**src/rtl/uart_rx_os_pkg.sv**
```systemverilog
package uart_rx_os_pkg;

    typedef enum logic [1:0] {
        RX_IDLE  = 2'd0,
        RX_START = 2'd1,
        RX_DATA  = 2'd2,
        RX_STOP  = 2'd3
    } rx_state_e;

endpackage

```
**src/rtl/rx_line_sync.sv**
```systemverilog
module rx_line_sync #(
    parameter int   STAGES    = 2,
    parameter logic RESET_VAL = 1'b1
) (
    input  logic clk_i,
    input  logic rst_ni,
    input  logic din_i,
    output logic dout_o
);
    logic [STAGES-1:0] sh_d, sh_q;

    always_comb begin
        sh_d    = sh_q;
        sh_d[0] = din_i;
        for (int i = 1; i < STAGES; i++) begin
            sh_d[i] = sh_q[i-1];
        end
    end

    always_ff @(posedge clk_i) begin
        if (!rst_ni) sh_q <= {STAGES{RESET_VAL}};
        else         sh_q <= sh_d;
    end

    assign dout_o = sh_q[STAGES-1];
endmodule

```
**src/rtl/rx_vote3.sv**
```systemverilog
module rx_vote3 (
    input  logic s0_i,
    input  logic s1_i,
    input  logic s2_i,
    output logic maj_o,
    output logic split_o
);
    assign maj_o   = (s0_i & s1_i) | (s0_i & s2_i) | (s1_i & s2_i);
    assign split_o = (s0_i ^ s1_i) | (s1_i ^ s2_i);
endmodule

```
**src/rtl/uart_rx_os.sv**
```systemverilog
module uart_rx_os
    import uart_rx_os_pkg::*;
#(
    parameter int DATA_MAX    = 9,
    parameter int SUB         = 16,
    parameter int SYNC_STAGES = 2
) (
    input  logic                clk_i,
    input  logic                rst_ni,
    input  logic                tick_i,
    input  logic                rxd_i,
    input  logic                len9_i,
    output logic [DATA_MAX-1:0] data_o,
    output logic                valid_o,
    output logic                noise_o,
    output logic                ferr_o
);
    localparam int PH_W = $clog2(SUB);
    localparam int CNT_W = $clog2(DATA_MAX);
    localparam logic [PH_W-1:0] PH_LAST = PH_W'(SUB - 1);
    localparam logic [PH_W-1:0] PH_ONE = PH_W'(1);
    localparam logic [PH_W-1:0] SMP_A = PH_W'(SUB / 2 - 1);
    localparam logic [PH_W-1:0] SMP_B = PH_W'(SUB / 2);
    localparam logic [PH_W-1:0] SMP_C = PH_W'(SUB / 2 + 1);
    localparam logic [CNT_W-1:0] CNT_ONE = CNT_W'(1);
    localparam logic [CNT_W-1:0] CNT_LONG = CNT_W'(DATA_MAX - 1);
    localparam logic [CNT_W-1:0] CNT_SHORT = CNT_W'(DATA_MAX - 2);

    typedef struct packed {
        rx_state_e           state;
        logic [PH_W-1:0]     phase;
        logic [CNT_W-1:0]    cnt;
        logic [1:0]          samp;
        logic                decided;
        logic                last_one;
        logic                prev;
        logic                long_mode;
        logic                noise_acc;
        logic [DATA_MAX-1:0] shreg;
        logic [DATA_MAX-1:0] data_out;
        logic                valid;
        logic                noise_out;
        logic                ferr_out;
    } rx_regs_t;

    rx_regs_t r_d, r_q;

    logic            line_w;
    logic            fall_w;
    logic            resync_w;
    logic            advance_w;
    logic [PH_W-1:0] cur_w;
    logic [PH_W-1:0] nxt_w;
    logic            maj_w;
    logic            split_w;

    rx_line_sync #(
        .STAGES   (SYNC_STAGES),
        .RESET_VAL(1'b1)
    ) i_sync (
        .clk_i (clk_i),
        .rst_ni(rst_ni),
        .din_i (rxd_i),
        .dout_o(line_w)
    );

    rx_vote3 i_vote (
        .s0_i   (r_q.samp[0]),
        .s1_i   (r_q.samp[1]),
        .s2_i   (line_w),
        .maj_o  (maj_w),
        .split_o(split_w)
    );

    assign fall_w    = tick_i & r_q.prev & ~line_w;
    assign cur_w     = (r_q.phase == PH_LAST) ? '0 : r_q.phase + PH_ONE;
    assign resync_w  = fall_w & r_q.last_one & (r_q.state != RX_IDLE);
    assign nxt_w     = resync_w ? '0 : cur_w;
    assign advance_w = resync_w ? r_q.decided : (cur_w == '0);

    always_comb begin
        r_d       = r_q;
        r_d.valid = 1'b0;
        if (tick_i) begin
            r_d.prev = line_w;
            if (r_q.state == RX_IDLE) begin
                if (fall_w) begin
                    r_d.state     = RX_START;
                    r_d.phase     = '0;
                    r_d.cnt       = '0;
                    r_d.decided   = 1'b0;
                    r_d.last_one  = 1'b0;
                    r_d.noise_acc = 1'b0;
                    r_d.shreg     = '0;
                    r_d.long_mode = len9_i;
                end
            end else begin
                r_d.phase = nxt_w;
                if (advance_w) begin
                    r_d.decided = 1'b0;
                    if (r_q.state == RX_START) begin
                        r_d.state = RX_DATA;
                        r_d.cnt   = '0;
                    end else if (r_q.state == RX_DATA) begin
                        if (r_q.cnt == (r_q.long_mode ? CNT_LONG : CNT_SHORT)) begin
                            r_d.state = RX_STOP;
                        end else begin
                            r_d.cnt = r_q.cnt + CNT_ONE;
                        end
                    end
                end else begin
                    if (nxt_w == SMP_A) r_d.samp[0] = line_w;
                    if (nxt_w == SMP_B) r_d.samp[1] = line_w;
                    if (nxt_w == SMP_C) begin
                        r_d.decided   = 1'b1;
                        r_d.noise_acc = r_q.noise_acc | split_w;
                        case (r_q.state)
                            RX_START: begin
                                if (maj_w) r_d.state = RX_IDLE;
                                r_d.last_one = 1'b0;
                            end
                            RX_DATA: begin
                                r_d.shreg[r_q.cnt] = maj_w;
                                r_d.last_one       = maj_w;
                            end
                            RX_STOP: begin
                                r_d.valid     = 1'b1;
                                r_d.data_out  = r_q.shreg;
                                r_d.noise_out = r_q.noise_acc | split_w;
                                r_d.ferr_out  = ~maj_w;
                                r_d.state     = RX_IDLE;
                            end
                            default: ;
                        endcase
                    end
                end
            end
        end
    end

    always_ff @(posedge clk_i) begin
        if (!rst_ni) begin
            r_q       <= '0;
            r_q.state <= RX_IDLE;
            r_q.prev  <= 1'b1;
        end else begin
            r_q <= r_d;
        end
    end

    assign data_o  = r_q.data_out;
    assign valid_o = r_q.valid;
    assign noise_o = r_q.noise_out;
    assign ferr_o  = r_q.ferr_out;

    // strobe lasts one cycle
    p_strobe_single_r6: assert property (@(posedge clk_i) disable iff (!rst_ni)
        valid_o |=> !valid_o);

    // character outputs change only with the strobe
    p_out_hold_r6: assert property (@(posedge clk_i) disable iff (!rst_ni)
        !valid_o |-> ($stable(data_o) && $stable(noise_o) && $stable(ferr_o)));

    // a framing error appears only together with a strobe
    p_ferr_strobe_r5: assert property (@(posedge clk_i) disable iff (!rst_ni)
        $rose(ferr_o) |-> valid_o);

    // a falling edge while idle opens a frame
    p_start_open_r2: assert property (@(posedge clk_i) disable iff (!rst_ni)
        (r_q.state == RX_IDLE && fall_w) |=> (r_q.state == RX_START));

    // a start bit that votes high is dropped
    p_false_start_r2: assert property (@(posedge clk_i) disable iff (!rst_ni)
        (tick_i && r_q.state == RX_START && nxt_w == SMP_C && maj_w) |=> (r_q.state == RX_IDLE));

    // a trusted falling edge restarts the sub-tick count
    p_resync_r7: assert property (@(posedge clk_i) disable iff (!rst_ni)
        (fall_w && r_q.last_one && r_q.state != RX_IDLE) |=> (r_q.phase == '0));

    // after a low vote, the sub-tick count only steps forward
    p_no_resync_r8: assert property (@(posedge clk_i) disable iff (!rst_ni)
        (tick_i && r_q.state != RX_IDLE && !r_q.last_one && r_q.phase != PH_LAST)
        |=> (r_q.phase == $past(r_q.phase) + PH_ONE));

    // no timing movement without a tick
    p_hold_no_tick_r7: assert property (@(posedge clk_i) disable iff (!rst_ni)
        !tick_i |=> ($stable(r_q.phase) && $stable(r_q.state)));

    // bit counter stays inside the character
    p_cnt_bound_r3: assert property (@(posedge clk_i) disable iff (!rst_ni)
        r_q.cnt <= CNT_LONG);
endmodule

```
**config.mk**
```make
export PLATFORM = sky130hd
export DESIGN_NAME = uart_rx_os
export DESIGN_NICKNAME = d
export VERILOG_FILES = /design/src/rtl/uart_rx_os_pkg.sv /design/src/rtl/rx_line_sync.sv /design/src/rtl/rx_vote3.sv /design/src/rtl/uart_rx_os.sv
export SDC_FILE = /design/constraint.sdc
export NUM_CORES = 1
export LEC_CHECK = 0
export BUFFER_PORTS_ARGS = -buffer_cell sky130_fd_sc_hd__buf_2
export CORE_ASPECT_RATIO = 2
export CORE_UTILIZATION = 60
export CTS_CLUSTER_SIZE = 30
export DETAILED_ROUTE_END_ITERATION = 8
export GPL_TIMING_DRIVEN = 0
export PLACE_DENSITY = 0.84
export SLEW_MARGIN = 15
export SYNTH_ARGS = -nofsm -noshare
export SYNTH_HDL_FRONTEND = slang
export SYNTH_SLANG_ARGS = --single-unit
```
**constraint.sdc**
```tcl
create_clock -name clk_i -period 6.11 [get_ports clk_i]
set_clock_uncertainty 0.05 [all_clocks]
set_input_delay 1.222 -clock clk_i [delete_from_list [all_inputs] [get_ports clk_i]]
set_output_delay 1.222 -clock clk_i [all_outputs]
set_load 0.01 [all_outputs]
```
==> results of run 1 <==
[metal layers]
layer  track usage, %  routed length [µm]
met1            26.69                1801
met2            51.38                2810
met3            4.286                 159
met4            13.50                 186
met5                0                   0
[kinds of logic after synthesis]
family                   count (synthesis)
AO/OA/AOI/OAI                           69
flip-flops                              40
adder cells (fa/ha/maj)                 11
buffers and inverters                   30
XOR/XNOR                                 1
AND/OR/NAND/NOR                         91
multiplexers                             6
[critical path: cells and delay by family (launching register included)]
family / cells / cell delay, ns
AND/OR/NAND/NOR: 3 / 0.94
flip-flops: 1 / 0.62
AO/OA/AOI/OAI: 2 / 0.47
adder cells (fa/ha/maj): 1 / 0.36
buffers and inverters: 1 / 0.27
[per-stage QoR]
step / power, mW / hold WS (ns) / cell area [µm²] / worst slack, ns / std cells
after floorplan: 0.2942 / 0.3363 / 2246 / 3.234 / 248
after global placement: 0.3026 / 0.3425 / 2382 / 3.065 / 312
after detailed placement: 0.3031 / 0.3473 / 2382 / 3.053 / 312
after CTS: 0.5301 / 0.3660 / 2504 / 3.305 / 320
after global routing: 0.5464 / 0.3868 / 2504 / 3.164 / 320
final: 0.5270 / 0.3607 / 2504 / 3.266 / 320
[cells in the mapped netlist, types with 3 or more instances]
| cell | number |
|---|---|
| nand4_1 | 3 |
| nand3_1 | 4 |
| nor3_1 | 4 |
| nor2b_1 | 5 |
| buf_4 | 11 |
| nand3b_1 | 3 |
| nor2_1 | 14 |
| nand2_1 | 29 |
| mux2i_1 | 6 |
| and2_1 | 8 |
| dfxtp_1 | 40 |
| a32o_2 | 6 |
| inv_1 | 6 |
| a22oi_1 | 3 |
| o21ai_1 | 12 |
| clkbuf_1 | 9 |
| o211ai_1 | 3 |
| a21oi_1 | 19 |
| ha_1 | 11 |
| and3b_1 | 3 |
| nand2b_1 | 4 |
[area by class of cell]
type / count / area share (%)
Clock inverter: 2 / 1.549
Buffer: 23 / 5.747
Timing Repair Buffer: 15 / 2.999
Inverter: 7 / 1.049
Multi-Input combinational cell: 178 / 50.92
Sequential cell: 40 / 31.98
Clock buffer: 6 / 3.298
Tap cell: 49 / 2.449
[final timing paths]
check                                     from             end  slack (ns)  cells after the start
worst max-delay path                   r_q[32]       data_o[5]        3.27                      7
worst min-delay path            i_sync.sh_q[0]  i_sync.sh_q[1]        0.36                      1
worst max register to register         r_q[32]       data_o[5]        3.27                      7
worst min register to register  i_sync.sh_q[0]  i_sync.sh_q[1]        0.36                      1
[state kept, by name, summed over array words and instances, names as in the netlist]
signal,count
r_q,26
data_o,9
i_sync.sh_q,2
ferr_o,1
noise_o,1
valid_o,1
[power groups by stage]
stage          Clock (mW)  Combinational (mW)  Sequential (mW)
2_1_floorplan           0              0.0237            0.270
3_3_place_gp            0              0.0315            0.271
3_5_place_dp            0              0.0319            0.271
4_1_cts             0.233              0.0322            0.265
5_1_grt             0.246              0.0354            0.265
6_report            0.229              0.0327            0.265
==> impl_metrics.json, run 1 <==
{
  "cap_violations": 0,
  "num_vias": 1901,
  "routedWlPerCell_um": 15.49,
  "synth-simple-area-share_pct": 22.67,
  "finalHoldViolCount": 0,
  "worstPathArrival_ns": 2.96,
  "synth_nets": 264,
  "rsz0062_at_grt": "no",
  "syn_area_per_cell_um2": 9.056,
  "async_flop_share_pct": 0,
  "p_comb_share_pct": 6.2,
  "rows": 31,
  "status": "finished, final reports clean",
  "cp_cell_sequence": "ha_1, or4b_4, a211oi_4, nand3_1, clkbuf_1, nand2_1, a21oi_1",
  "crit_slowest_cell": "dfxtp_1",
  "insertion_delay_ns": 0.29,
  "area_growth_pct": 11.48,
  "synth_top_cell_by_area": "dfxtp_1",
  "muxShareOfSynthArea_pct": 2.674,
  "start_util_pct": 62.26,
  "multi_input_area_um2": 1275,
  "port_buffers": 15,
  "syn-cell-area_um2": 2246,
  "syn_inst": 248,
  "cellPowerDensity_nw_per_um2": 210.5,
  "die_w_um": 45.26,
  "htreeDepth": 2,
  "drive_gt1_share_pct": 21.03,
  "fp.dieH_um": 88.52,
  "die-area_um2": 4006,
  "leakage_nw": 0.9985,
  "synth_top_family_by_area": "compound AO/OA/AOI/OAI gates",
  "grt_pass1_wl_mm": 7.879,
  "antenna_found_initial": 0,
  "worst_pin_slew_ns": 0.7308,
  "critPathLaunchType": "flop",
  "drcViolationCount": 0,
  "clkPwrFrac_pct": 43.5,
  "max_freq_mhz": 351.6,
  "most-common-layout-cells": "40 x dfxtp_1, 29 x nand2_1, 19 x a21oi_1, 16 x buf_2, 14 x nor2_1",
  "vdd_drop_max_mv": 0.2217,
  "synth_edf_count": 0,
  "synth-seq-area-share_pct": 35.65,
  "drt-pass1-iter-count": 5,
  "num_antenna_cells": 0,
  "utilization_pct": 69.41,
  "cts_tree": "built",
  "synth_fa_ha_area_share_pct": 6.128,
  "worstPathRequired_ns": 6.22,
  "cts_resized": 0,
  "viasPerCell": 5.941,
  "postCtsHoldBufs": 0,
  "internal_power_mw": 0.4064,
  "setup_viol_count_final": 0,
  "drt_iter0_drc": 44,
  "p_switching_mw": 0.1206,
  "grt_use_total_pct": 27.14,
  "wirelength_mm": 4.957,
  "netlist.area_leader.share_pct": 35.65,
  "synthTopCellsByArea": "dfxtp_1 36%, ha_1 6.1%, nand2_1 4.8%",
  "cts_num_sinks": 40,
  "final-seq-area_um2": 800.8,
  "synthXorXnorAreaFrac_pct": 0.3900,
  "core_area_um2": 3607,
  "cts-root-buf": "clkbuf_8",
  "synth-seq-cells": 40,
  "critPathMaxStageDelay_ns": 0.62,
  "clkTransAtPathRegs_ns": 0.08,
  "end_kind": "flop",
  "synthFlopType": "dfxtp_1",
  "synth_warnings": 0,
  "crit_type": "flop to flop",
  "cts_setup_buffers": 0,
  "swShare_pct": 22.88,
  "tns_ns": 0,
  "fin_crit_ns": 2.844,
  "nFillCells": 308,
  "io_pins": 17,
  "relSlewSlack_pct": 50.98,
  "power.share.sequential_pct": 50.3,
  "first_global_vias": 1760,
  "grt_max_degree": 14,
  "synth_compound_area_share_pct": 24.90,
  "synth_cell_types": 56,
  "hold_class": "flop to flop",
  "grt-ovfl-total": 0,
  "post-dp-hpwl_mm": 3.716,
  "numCtsBuffers": 5,
  "slew_viol_final": 0,
  "nNetsFinal": 286,
  "final_common_cell": "dfxtp_1",
  "globalplace.congestion": 0.8359,
  "clk_path_buf_depth": 2,
  "postRouteAntennaNets": 0,
  "fin_crit_sh_pct": 46.55,
  "crit_fanout": 10
}
(Power assumes the default switching activity.)
==> run 2, diff against run 1 <==
Settings changed: CORE_UTILIZATION 60 to 59, PLACE_DENSITY 0.84 to 0.82.
Clock period 6.11 ns to 3 ns, I/O delays scaled along.
==> impl_metrics.json, run 2 (same netlist as run 1, synthesis figures left out) <==
{
  "status": "finished, final reports clean",
  "drt_iter0_drc": 35,
  "fin_crit_ns": 2.791,
  "globalplace.congestion": 0.8148,
  "clkTransAtPathRegs_ns": 0.08,
  "largest_register_ffs": 26,
  "grt_use_total_pct": 26.52,
  "path_buf_inv": 1,
  "start_util_pct": 61.60,
  "numCtsBuffers": 5,
  "nFillCells": 331,
  "first_global_vias": 1712,
  "grt_max_degree": 15,
  "wirelength_mm": 4.881,
  "grt-ovfl-total": 0,
  "cts_setup_buffers": 0,
  "max_freq_mhz": 358.2,
  "antenna_found_initial": 0,
  "vdd_drop_max_mv": 0.5527,
  "postRouteAntennaNets": 0,
  "most-common-layout-cells": "40 x dfxtp_1, 29 x nand2_1, 19 x a21oi_1, 16 x buf_2, 14 x nor2_1",
  "multi_input_area_um2": 1275,
  "die_w_um": 45.63,
  "final_common_cell": "dfxtp_1",
  "drcViolationCount": 0,
  "dpl.cell_count": 312,
  "setup_viol_count_final": 0,
  "num_vias": 1871,
  "nNetsFinal": 286,
  "io_pins": 17,
  "regMostFlops": "r_q",
  "relSlewSlack_pct": 53.35,
  "crit_fanout": 10,
  "cts_resized": 0,
  "critPathMaxStageDelay_ns": 0.63,
  "cts-root-buf": "clkbuf_8",
  "drive_gt1_share_pct": 21.03,
  "post-dp-hpwl_mm": 3.654,
  "viasPerCell": 5.847,
  "worstPathRequired_ns": 3.11,
  "finalHoldViolCount": 0,
  "cp_top_family": "simple AND/OR/NAND/NOR gates",
  "critPathLaunchType": "flop",
  "power_mw": 1.059,
  "postCtsHoldBufs": 0,
  "grt_pass1_wl_mm": 7.741,
  "slew_viol_final": 0,
  "worst_pin_slew_ns": 0.6956,
  "cap_violations": 0,
  "cts_num_sinks": 40,
  "leakage_nw": 0.9954,
  "crit_type": "flop to flop",
  "worstPathArrival_ns": 2.90,
  "num_antenna_cells": 0,
  "end_kind": "flop",
  "htreeDepth": 2,
  "fin_crit_sh_pct": 93.05,
  "routedWlPerCell_um": 15.25,
  "area_growth_pct": 11.25,
  "drt-pass1-iter-count": 6,
  "insertion_delay_ns": 0.30,
  "core_area_um2": 3646,
  "hold_class": "flop to flop",
  "rows": 31,
  "rsz0062_at_grt": "no",
  "stdcell_count": 320,
  "clk_path_buf_depth": 2,
  "cp_cell_sequence": "ha_1, or4b_4, a211oi_4, nand3_1, clkbuf_1, nand2_1, a21oi_1",
  "final-seq-area_um2": 800.8,
  "cts_tree": "built",
  "cellPowerDensity_nw_per_um2": 423.6,
  "port_buffers": 15,
  "tns_ns": 0,
  "fp.dieH_um": 89.25,
  "die-area_um2": 4072,
  "crit_slowest_cell": "dfxtp_1"
}
[run 2: layout make-up]
class	instances	area share (%)
clock inverters	3	1.903
flip-flops and latches	40	32.05
plain buffers	23	5.759
inverters	7	1.052
repair buffers	15	3.005
multi-input cells	178	51.03
well taps	49	2.454
clock buffers	5	2.754
[run 2: worst register-to-register path, delay by kind of cell (launching register included)]
| family | cells | cell delay, ns |
|---|---|---|
| adders and majority gates | 1 | 0.36 |
| buffers and inverters | 1 | 0.26 |
| AOI/OAI and AO/OA | 2 | 0.46 |
| DFF | 1 | 0.63 |
| and+or+nand+nor | 3 | 0.90 |
[run 2: metal layers]
layer  global-route usage (%)  routed length (µm)
met1                    25.44                1789
met2                    50.52                2872
met3                    4.646                 100
met4                    12.95                 119
met5                        0                   0
[run 2: power by group]
part / internal [mW] / leakage [nW] / switching, mW
clock network: 0.251 / 0.0583 / 0.202
logic: 0.0216 / 0.614 / 0.0446
registers: 0.534 / 0.323 / 0.00585
total: 0.806 / 0.995 / 0.252
[run 2: worst paths after layout]
check,startpoint,slack (ns),depth (start not counted),to
worst max-delay path,r_q[32],0.21,7,data_o[3]
worst min-delay path,i_sync.sh_q[0],0.35,1,i_sync.sh_q[1]
worst max register to register,r_q[32],0.21,7,data_o[3]
worst min register to register,i_sync.sh_q[0],0.35,1,i_sync.sh_q[1]
[run 2: through the flow]
step | setup WS [ns] | cell area, µm² | utilization [%] | hold slack, ns
2_1_floorplan | 0.5076 | 2246 | - | 0.3363
3_5_place_dp | 0.2233 | 2382 | 65.34 | 0.3409
6_report | 0.2086 | 2499 | 68.53 | 0.3550
3_3_place_gp | 0.2582 | 2382 | 65.34 | 0.3436
5_1_grt | 0.07927 | 2499 | 68.53 | 0.4104
4_1_cts | 0.1988 | 2499 | 68.53 | 0.3594
